### src/rtl/tw_pkg.sv
package tw_pkg;
    typedef enum logic [1:0] {
        ENT_FREE = 2'd0,
        ENT_WAIT = 2'd1,
        ENT_REQ  = 2'd2
    } ent_state_e;
endpackage

### src/rtl/tw_scoreboard.sv
module tw_scoreboard #(
    parameter int PREG = 64,
    parameter int NBUS = 4,
    localparam int TAGW = $clog2(PREG)
) (
    input  logic                 clk,
    input  logic                 rst_n,
    input  logic [NBUS-1:0]      bus_vld,
    input  logic [NBUS*TAGW-1:0] bus_tag,
    input  logic                 clr_en,
    input  logic [TAGW-1:0]      clr_tag,
    input  logic [TAGW-1:0]      q1_tag,
    input  logic [TAGW-1:0]      q2_tag,
    output logic                 q1_rdy,
    output logic                 q2_rdy
);
    logic [PREG-1:0] sb_q, sb_d;

    function automatic logic on_bus(input logic [TAGW-1:0] t,
                                    input logic [NBUS-1:0] v,
                                    input logic [NBUS*TAGW-1:0] bt);
        logic h;
        h = 1'b0;
        for (int b = 0; b < NBUS; b++)
            if (v[b] && bt[b*TAGW +: TAGW] == t) h = 1'b1;
        return h;
    endfunction

    always_comb begin
        sb_d = sb_q;
        for (int b = 0; b < NBUS; b++)
            if (bus_vld[b]) sb_d[bus_tag[b*TAGW +: TAGW]] = 1'b1;
        if (clr_en) sb_d[clr_tag] = 1'b0;
    end

    always_ff @(posedge clk or negedge rst_n) begin
        if (!rst_n) sb_q <= '1;
        else        sb_q <= sb_d;
    end

    assign q1_rdy = sb_q[q1_tag] | on_bus(q1_tag, bus_vld, bus_tag);
    assign q2_rdy = sb_q[q2_tag] | on_bus(q2_tag, bus_vld, bus_tag);
endmodule

### src/rtl/tw_steer.sv
module tw_steer #(
    parameter int N2 = 4,
    parameter int N1 = 4,
    parameter int N0 = 4,
    localparam int N  = N2 + N1 + N0,
    localparam int SW = $clog2(N)
) (
    input  logic [N-1:0]  free_vec,
    input  logic [1:0]    need,
    output logic          found,
    output logic [SW-1:0] slot
);
    logic          h2, h1, h0;
    logic [SW-1:0] p2, p1, p0;

    always_comb begin
        h2 = 1'b0; h1 = 1'b0; h0 = 1'b0;
        p2 = '0;   p1 = '0;   p0 = '0;
        for (int i = N - 1; i >= 0; i--) begin
            if (free_vec[i]) begin
                if (i < N2)           begin h2 = 1'b1; p2 = SW'(i); end
                else if (i < N2 + N1) begin h1 = 1'b1; p1 = SW'(i); end
                else                  begin h0 = 1'b1; p0 = SW'(i); end
            end
        end
    end

    always_comb begin
        found = 1'b0;
        slot  = '0;
        unique case (need)
            2'd0: begin
                if (h0)      begin found = 1'b1; slot = p0; end
                else if (h1) begin found = 1'b1; slot = p1; end
                else if (h2) begin found = 1'b1; slot = p2; end
            end
            2'd1: begin
                if (h1)      begin found = 1'b1; slot = p1; end
                else if (h2) begin found = 1'b1; slot = p2; end
            end
            default: begin
                if (h2)      begin found = 1'b1; slot = p2; end
            end
        endcase
    end
endmodule

### src/rtl/tw_entry.sv
module tw_entry
    import tw_pkg::*;
#(
    parameter int TAGW = 6,
    parameter int NBUS = 4,
    parameter int NCMP = 2
) (
    input  logic                 clk,
    input  logic                 rst_n,
    input  logic                 load,
    input  logic [TAGW-1:0]      ld_src1,
    input  logic [TAGW-1:0]      ld_src2,
    input  logic [TAGW-1:0]      ld_dst,
    input  logic                 ld_rdy1,
    input  logic                 ld_rdy2,
    input  logic [NBUS-1:0]      bus_vld,
    input  logic [NBUS*TAGW-1:0] bus_tag,
    input  logic                 grant,
    output logic                 req,
    output logic                 busy,
    output logic [TAGW-1:0]      o_src1,
    output logic [TAGW-1:0]      o_src2,
    output logic [TAGW-1:0]      o_dst
);
    ent_state_e      state_q, state_d;
    logic [TAGW-1:0] s1_q, s2_q, d_q;
    logic            r1_q, r2_q;
    logic            hit1, hit2, nr1, nr2;

    function automatic logic snoop(input logic [TAGW-1:0] t,
                                   input logic [NBUS-1:0] v,
                                   input logic [NBUS*TAGW-1:0] bt);
        logic h;
        h = 1'b0;
        for (int b = 0; b < NBUS; b++)
            if (v[b] && bt[b*TAGW +: TAGW] == t) h = 1'b1;
        return h;
    endfunction

    generate
        if (NCMP >= 2) begin : g_two
            assign hit1 = snoop(s1_q, bus_vld, bus_tag);
            assign hit2 = snoop(s2_q, bus_vld, bus_tag);
        end else if (NCMP == 1) begin : g_one
            logic [TAGW-1:0] ctag;
            logic            m;
            assign ctag = r1_q ? s2_q : s1_q;
            assign m    = snoop(ctag, bus_vld, bus_tag);
            assign hit1 = m & ~r1_q;
            assign hit2 = m & r1_q;
        end else begin : g_zero
            assign hit1 = 1'b0;
            assign hit2 = 1'b0;
        end
    endgenerate

    assign nr1 = r1_q | hit1;
    assign nr2 = r2_q | hit2;

    always_comb begin
        state_d = state_q;
        unique case (state_q)
            ENT_FREE: if (load) state_d = (ld_rdy1 && ld_rdy2) ? ENT_REQ : ENT_WAIT;
            ENT_WAIT: if (nr1 && nr2) state_d = ENT_REQ;
            ENT_REQ:  if (grant) state_d = ENT_FREE;
            default:  state_d = ENT_FREE;
        endcase
    end

    always_ff @(posedge clk or negedge rst_n) begin
        if (!rst_n) begin
            state_q <= ENT_FREE;
            s1_q <= '0; s2_q <= '0; d_q <= '0;
            r1_q <= 1'b0; r2_q <= 1'b0;
        end else begin
            state_q <= state_d;
            if (state_q == ENT_FREE && load) begin
                s1_q <= ld_src1; s2_q <= ld_src2; d_q <= ld_dst;
                r1_q <= ld_rdy1; r2_q <= ld_rdy2;
            end else if (state_q == ENT_WAIT) begin
                r1_q <= nr1; r2_q <= nr2;
            end
        end
    end

    always_comb begin
        req    = (state_q == ENT_REQ);
        busy   = (state_q != ENT_FREE);
        o_src1 = s1_q;
        o_src2 = s2_q;
        o_dst  = d_q;
    end
endmodule

### src/rtl/tw_select.sv
module tw_select #(
    parameter int N = 12,
    localparam int SW = $clog2(N)
) (
    input  logic [N-1:0]  req_vec,
    output logic [N-1:0]  gnt_vec,
    output logic          gvalid,
    output logic [SW-1:0] gidx
);
    always_comb begin
        gvalid  = 1'b0;
        gidx    = '0;
        gnt_vec = '0;
        for (int i = N - 1; i >= 0; i--) begin
            if (req_vec[i]) begin
                gvalid = 1'b1;
                gidx   = SW'(i);
            end
        end
        if (gvalid) gnt_vec[gidx] = 1'b1;
    end
endmodule

### src/rtl/tw_window.sv
module tw_window #(
    parameter int N2   = 4,
    parameter int N1   = 4,
    parameter int N0   = 4,
    parameter int PREG = 64,
    parameter int NBUS = 4,
    localparam int N    = N2 + N1 + N0,
    localparam int TAGW = $clog2(PREG),
    localparam int SW   = $clog2(N)
) (
    input  logic                 clk,
    input  logic                 rst_n,
    input  logic                 alloc_valid,
    input  logic [TAGW-1:0]      alloc_src1,
    input  logic                 alloc_use1,
    input  logic [TAGW-1:0]      alloc_src2,
    input  logic                 alloc_use2,
    input  logic [TAGW-1:0]      alloc_dst,
    output logic                 alloc_stall,
    output logic                 alloc_done,
    output logic [SW-1:0]        alloc_slot,
    input  logic [NBUS-1:0]      res_valid,
    input  logic [NBUS*TAGW-1:0] res_tag,
    output logic                 issue_valid,
    output logic [SW-1:0]        issue_slot,
    output logic [TAGW-1:0]      issue_src1,
    output logic [TAGW-1:0]      issue_src2,
    output logic [TAGW-1:0]      issue_dst
);
    logic            q1_rdy, q2_rdy, rdy1, rdy2, found;
    logic [1:0]      need;
    logic [N-1:0]    free_vec, req_vec, gnt_vec;
    logic [TAGW-1:0] e_s1 [N];
    logic [TAGW-1:0] e_s2 [N];
    logic [TAGW-1:0] e_d  [N];

    tw_scoreboard #(.PREG(PREG), .NBUS(NBUS)) u_sb (
        .clk(clk), .rst_n(rst_n),
        .bus_vld(res_valid), .bus_tag(res_tag),
        .clr_en(alloc_done), .clr_tag(alloc_dst),
        .q1_tag(alloc_src1), .q2_tag(alloc_src2),
        .q1_rdy(q1_rdy), .q2_rdy(q2_rdy)
    );

    assign rdy1 = ~alloc_use1 | q1_rdy;
    assign rdy2 = ~alloc_use2 | q2_rdy;
    assign need = {1'b0, ~rdy1} + {1'b0, ~rdy2};

    tw_steer #(.N2(N2), .N1(N1), .N0(N0)) u_steer (
        .free_vec(free_vec), .need(need),
        .found(found), .slot(alloc_slot)
    );

    assign alloc_done  = alloc_valid & found;
    assign alloc_stall = alloc_valid & ~found;

    generate
        for (genvar i = 0; i < N; i++) begin : g_ent
            localparam int NC = (i < N2) ? 2 : ((i < N2 + N1) ? 1 : 0);
            logic busy;
            tw_entry #(.TAGW(TAGW), .NBUS(NBUS), .NCMP(NC)) u_ent (
                .clk(clk), .rst_n(rst_n),
                .load(alloc_done && (alloc_slot == SW'(i))),
                .ld_src1(alloc_src1), .ld_src2(alloc_src2), .ld_dst(alloc_dst),
                .ld_rdy1(rdy1), .ld_rdy2(rdy2),
                .bus_vld(res_valid), .bus_tag(res_tag),
                .grant(gnt_vec[i]),
                .req(req_vec[i]), .busy(busy),
                .o_src1(e_s1[i]), .o_src2(e_s2[i]), .o_dst(e_d[i])
            );
            assign free_vec[i] = ~busy;
        end
    endgenerate

    tw_select #(.N(N)) u_sel (
        .req_vec(req_vec), .gnt_vec(gnt_vec),
        .gvalid(issue_valid), .gidx(issue_slot)
    );

    assign issue_src1 = e_s1[issue_slot];
    assign issue_src2 = e_s2[issue_slot];
    assign issue_dst  = e_d[issue_slot];
endmodule

### config.mk
export PLATFORM = sky130hd
export DESIGN_NAME = tw_window
export DESIGN_NICKNAME = d
export VERILOG_FILES = /design/src/rtl/tw_pkg.sv /design/src/rtl/tw_scoreboard.sv /design/src/rtl/tw_steer.sv /design/src/rtl/tw_entry.sv /design/src/rtl/tw_select.sv /design/src/rtl/tw_window.sv
export SDC_FILE = /design/constraint.sdc
export NUM_CORES = 1
export LEC_CHECK = 0
export CORE_MARGIN = 5
export CORE_UTILIZATION = 52
export DETAILED_ROUTE_END_ITERATION = 10
export PLACE_DENSITY_LB_ADDON = 0.25
export SYNTH_ARGS = -nofsm -noshare
export SYNTH_HDL_FRONTEND = slang
export SYNTH_HIERARCHICAL = 1
export SYNTH_SLANG_ARGS = --single-unit
### constraint.sdc
create_clock -name clk -period 6.9 [get_ports clk]
set_clock_uncertainty 0.05 [all_clocks]
set_input_delay 1.725 -clock clk [delete_from_list [all_inputs] [get_ports clk]]
set_output_delay 1.725 -clock clk [all_outputs]
set_load 0.01 [all_outputs]
**Word-level counts from Yosys, hierarchy flattened**

Cells that the tools add are included.

- $add $sub $neg: 1
- Magnitude comparators: 15
- Equality and inequality tests: 128
- Multiplexer cells: 228
- Bitwise logic cells: 46
- Reductions and logical operators: 145

Operators with widths:

| cell | number |
|---|---|
| 6-bit == test | 56 |
| 64-bit two-way mux | 5 |
| 64-bit bitwise OR | 4 |
| 1-bit two-way mux | 123 |
| 1-bit logical AND | 99 |
| 2-bit two-way mux | 42 |
| 6-bit binary-select mux with 4-bit select | 3 |
| 4-bit two-way mux | 18 |
| 2-bit case mux with 3 select lines | 12 |
| 64-bit bitwise AND | 1 |
| 64-bit inverter | 1 |
| 6-bit two-way mux | 10 |
| 6-bit by 7-bit less-than comparator with 1-bit output, second input constant | 7 |
| 2-bit by 1-bit != test with 1-bit output, second input constant | 24 |
| 2-bit nonzero test | 20 |
| 3-bit AND reduction | 12 |
| 1-bit demux with 6-bit select | 5 |
| 6-bit by 1-bit greater-or-equal comparator with 1-bit output, second input constant | 5 |
| 2-bit by 1-bit == test with 1-bit output, second input constant | 13 |
| 2-bit zero test | 13 |
| 2-bit == test, second input constant | 12 |
| 2-bit != test, second input constant | 12 |
| 1-bit bitwise OR | 20 |
| 4-bit by 3-bit == test with 1-bit output, second input constant | 4 |
| other kinds (17) | 42 |

- Bits in registers: 328
- Input port bits: 51
- Output and inout bits: 29

**Longest topological paths before layout**

- Depth after elaboration: 20
- Depth in mapped cells: 22

**Hierarchy**

The synthesis kept the hierarchy.

By module, submodules not included:

| module | instances | cells each | area each (um2) | sequential area each (um2) |
|---|---|---|---|---|
| tw_scoreboard | 1 | 741 | 6236.0 | 1681.6 |
| tw_entry (g_ent[0].u_ent ...) | 4 | 139 | 1526.5 | 550.5 |
| tw_entry (g_ent[4].u_ent ...) | 4 | 101 | 1229.9 | 550.5 |
| tw_entry (g_ent[10].u_ent ...) | 4 | 56 | 949.7 | 550.5 |
| tw_window | 1 | 205 | 2014.4 | 0.0 |
| tw_select | 1 | 39 | 237.7 | 0.0 |
| tw_steer | 1 | 33 | 185.2 | 0.0 |

**Worst setup path before layout**

No wires, ideal clock.

- Path kind: input-to-output
- Start point: in alloc_src1[0]
- End point: out alloc_slot[1]
- Arrival time: 4.719 ns
- Required time: 5.125 ns
- Setup slack: 0.406 ns
- Cell stages on the path: 12
- Path buffers: 1
- Cells stage by stage: buf_2 mux4_2 a22oi_1 a31oi_1 a311oi_1 o21ai_0 nand2b_1 inv_1 ha_1 nor4_1 o21ai_0 o22ai_1

- Cells in the longest elaborated chain, start to end: 12
- Elaborated cells on any way between the ends: 21
- Classes of those cells: 1 x add/sub; 5 x eq/ne; 7 x mux; 3 x bitwise; 5 x reduce/logical

RTL lines:

| what | RTL line | source |
|---|---|---|
| start: declaration | tw_window.sv:14 | `input logic [TAGW-1:0] alloc_src1,` |
| 6-bit == test | tw_scoreboard.sv:25 | `if (v[b] && bt[b*TAGW +: TAGW] == t) h = 1'b1;` |
| 1-bit logical AND | tw_scoreboard.sv:25 |  |
| 1-bit two-way mux (4 in series) | tw_scoreboard.sv:25 |  |
| 1-bit bitwise OR (*) | tw_scoreboard.sv:41 | `assign q1_rdy = sb_q[q1_tag] \| on_bus(q1_tag, bus_vld, bus_tag);` |
| net q1_rdy | tw_window.sv:30 | `logic q1_rdy, q2_rdy, rdy1, rdy2, found;` |
| 1-bit bitwise OR (*) | tw_window.sv:45 | `assign rdy1 = ~alloc_use1 \| q1_rdy;` |
| net rdy1 | tw_window.sv:30 |  |
| 1-bit inverter (*) | tw_window.sv:47 | `assign need = {1'b0, ~rdy1} + {1'b0, ~rdy2};` |
| 1-bit by 1-bit adder with 2-bit output (*) | tw_window.sv:47 |  |
| net need[0] | tw_window.sv:31 | `logic [1:0] need;` |
| 2-bit by 1-bit == test with 1-bit output or 2-bit zero test (tied branches) | tw_steer.sv:31 | `unique case (need)` |
| 4-bit case mux with 2 select lines (*) | tw_steer.sv:31 |  |
| end: declaration | tw_window.sv:21 | `output logic [SW-1:0] alloc_slot,` |

The timed path passes the listed nets; every way through them passes the cells marked *. The select of a mux whose other input is x is not followed.

**Final worst setup path**

- Start point: in alloc_src1[3]
- End point: out alloc_slot[2]

The elaborated chain is that of the path after synthesis.

==> results.md <==
- Most frequent cells in the layout: 264 x dfrtp_1, 185 x mux2_2, 176 x xor2_1, 152 x xnor2_1, 149 x buf_4
- Fmax: 0.148 GHz
- Cts hold-fix bufs: 0
- R2R Path Start: u_sb/sb_q[25]$_DFF_PN1_
- Crit path kind: input port to output pin
- Top cells by area, synth: dfrtp_1 28%, mux2_2 8.9%, dfstp_2 7.2%
- Commonest register cell after synthesis: dfrtp_1
- Fin crit period: 6.76 ns
- Mapped Area: 0.0235 sq mm
- Commonest non-fill, non-tap cell in the layout: dfrtp_1
- Critical-path cell list: clkdlybuf4s50_1 > buf_12 > buf_4 > nor2b_1 > a22oi_1 > a31oi_1 > a311oi_1 > o21ai_0 > buf_4 > nand2b_1 > inv_1 > ha_4 > buf_4 > nor2_1 > nor2_1 > clkdlybuf4s50_1
- CP bufs+invs: 7
- Initial antenna violation count: 2
- Avg Vias per Cell: approximately 6.8
- Final setup viols: 0
- Worst path required time: between 5 and 6 ns
- Wire length per cell: 31.5 um
- CP max stage cell: clkdlybuf4s50_1
- Startpoint type of the worst setup path: input port
- Status: finished clean
- Critical path launch point: alloc_src1[3]
- Syn Inst Count: around 2200
- DP Wirelength: 65000 um
- Clk pin slew, worst setup/hold paths: 0.06 ns
- Gpl congestion: 1.01
- Port-buffer cells: 79
- Yosys top cell area share: 28.1%
- Fin util: 61.1%
- CP endpoint kind: output pin
- Starting Density: 52.9%
- Synth area leader: dfrtp_1
- Fin nets: approximately 2400
- Die ar.: 0.0495 sq mm
- Syn Area/Cell: 10.7 sq um
- RR Endpoint: g_ent[0].u_ent/o_dst[1]$_DFFE_PN0P_
- Via count: 20100
- DRT antenna net count: 0
- PwrDens: 484 mW/mm^2
- Total wire length: 93400 um
- GRT Util Overall: 36.5%
- CP endpoint: alloc_slot[2]
- CTS root buffer: clkbuf_16
- Grt ovf: 0
- Slew @ Worst Pin: ~1.1 ns
- Hold Path Class: flip-flop to flip-flop
- Post-DP Area: approximately 0.026 sq mm
- Ys Warns: 6
- RSZ-0062 raised after global routing: no
- Asr flop ratio synth: 100%
- Num CTS Buffers: 41
- Cell mode on critical path: buf_4
- Max_slew headroom: 25.9%
- Sequential area share after synthesis: 35.3%
- DRC viols: 0
- P&R area growth vs syn: 15.5%
- Initial DRC Count: about 2100
- CP max FO: 17
- Clock sink total: 328
- Final Max Slew Viols: 0
- Number of flops mapped to enable cells by yosys: 0
- Clk buf depth: 3
- Die width: 223 um
- I/O pin count: 80
- Clk_lat worst skew: 0.58 ns
- Top delay family on crit path: buffers and inverters
- H-tree lvl count: 2
- Register-to-register setup slack: 1.86 ns
- CORE AREA: around 0.044 sq mm
- Static Leak: 11.0 nW
- Setup TNS Final: 0 ns
- Reg2Reg Depth: 16
- Max stage delay on crit path: about 0.56 ns
- Yosys cell types: 79
- Die Height: 223 um
- Final Cell Area: between 0.02 and 0.03 sq mm
- Max-Cap Viols: 0
- First-pass GRT wire length: 137000 um
- Vias in the first global route: around 20000
- DRT Pass-1 Iters: 5
- Period utilization: a little over nine tenths
- Critical Path Stages: 16
- Row count: 77
- Final Hold Viols: 0
- Power consumption: 13.1 mW
- Fillers: about 3600
- Pin count of the biggest net entering global routing: 132
- Syn Nets: 2254
- TritonCTS clock tree: done
- Synth Register Bits: approximately 330
- Layout cells sized above 1: 30.6%
- Critical path data arrival time: 4.98 ns
- Max IR drop VDD: 0.409 mV
[area by class of cell]
type | count | area, sq um | area share, %
multi-input cells | 1666 | 14100 | 52.0
flip-flops and latches | 328 | 8290 | 30.6
repair buffers | 258 | 2510 | 9.26
clock buffers | 58 | 1170 | 4.31
well taps | 592 | 741 | 2.73
inverters | 42 | 160 | 0.590
clock inverters | 12 | 149 | 0.549
diodes | 4 | 10.0 | 0.0369
[metrics by stage]
| stage | setup WS [ns] | instances | hold WS [ns] |
|---|---|---|---|
| CTS | 0.0176 | 2952 | 0.443 |
| floorplan | 0.406 | 2202 | 0.393 |
| global route | 0.0130 | 2956 | 0.462 |
| detailed placement | -0.340 | 2881 | 0.434 |
| global placement | -0.322 | 2881 | 0.426 |
| finish | 0.142 | 2960 | 0.446 |
[routing by layer]
metal / vias up / track usage [%] / share of wire, %
met5: - / 0 / 0
met4: 0 / 16.9 / 5.2
met3: 313 / 7.42 / 9.4
met2: 1173 / 56.1 / 44
met1: 10200 / 50.0 / 41
li1: 8374 / - / -
[cells by family (layout without fill, tap and decap cells)]
family                     count (synthesis)  after routing  share of synthesized area (%)
adders and majority gates                  1              1                         0.0532
AOI/OAI and AO/OA                        330            330                           9.61
muxes                                    364            364                           22.1
and+or+nand+nor                          635            635                           15.2
other                                      0              4                              0
DFF                                      328            328                           35.3
xor gates and xnor gates                 336            336                           12.8
buffers and inverters                    208            370                           5.02
[timing repair]
item                                    4_1_cts  5_1_grt
gates cloned                                  0        2
setup buffers                                 1        2
endpoints found under the setup margin        5        6
pin swaps                                     3        3
gates resized for setup                      12        8
[worst min-delay path: stages, from the launching register on]
cell,delay (ns)
dfstp_2,0.38
inv_1,0.06
a21oi_1,0.06
[worst min path at each step]
stage	start	to	slack [ns]	depth (start not counted)
3_3_place_gp	u_sb/sb_q[1]$_DFF_PN1_	u_sb/sb_q[1]$_DFF_PN1_	0.43	2
3_5_place_dp	u_sb/sb_q[1]$_DFF_PN1_	u_sb/sb_q[1]$_DFF_PN1_	0.43	2
5_1_grt	u_sb/sb_q[1]$_DFF_PN1_	u_sb/sb_q[1]$_DFF_PN1_	0.46	2
4_1_cts	u_sb/sb_q[1]$_DFF_PN1_	u_sb/sb_q[1]$_DFF_PN1_	0.44	2
6_report	u_sb/sb_q[1]$_DFF_PN1_	u_sb/sb_q[1]$_DFF_PN1_	0.45	2
2_1_floorplan	u_sb/sb_q[1]$_DFF_PN1_	u_sb/sb_q[1]$_DFF_PN1_	0.39	2
[state kept, by name, summed over array words and instances, names as in the netlist]
register and flops:
g_ent.u_ent/nr1 4, g_ent.u_ent/state_q 24, g_ent.u_ent/r1_q 8, g_ent.u_ent/o_src1 72, g_ent.u_ent/o_src2 72, g_ent.u_ent/nr2 4, g_ent.u_ent/o_dst 72, g_ent.u_ent/r2_q 8
u_sb/sb_q 64
[power by group]
part	leakage, nW	internal [mW]	switching [mW]
sequential	4.04	2.79	1.00
combinational	6.26	3.55	3.63
clock	0.649	1.29	0.879
[cell usage after synthesis, drive strengths merged, types with 10 or more instances]
master  count
a22oi      13
mux4       66
a21oi      52
or2        21
and3       10
o31ai      19
xnor2     152
nand3      42
buf       110
nand2     105
nand4      55
inv        42
dfstp      64
nand2b     29
o22ai      94
nor3       64
o21ai      48
nor3b      19
o22a       10
nor2      115
a31oi      19
nor2b      40
mux2i      37
xor2      184
dfrtp     264
clkbuf     56
and3b      12
nand3b     19
nor4       69
mux2      261
Note: power is estimated with default switching activity, not from simulation.
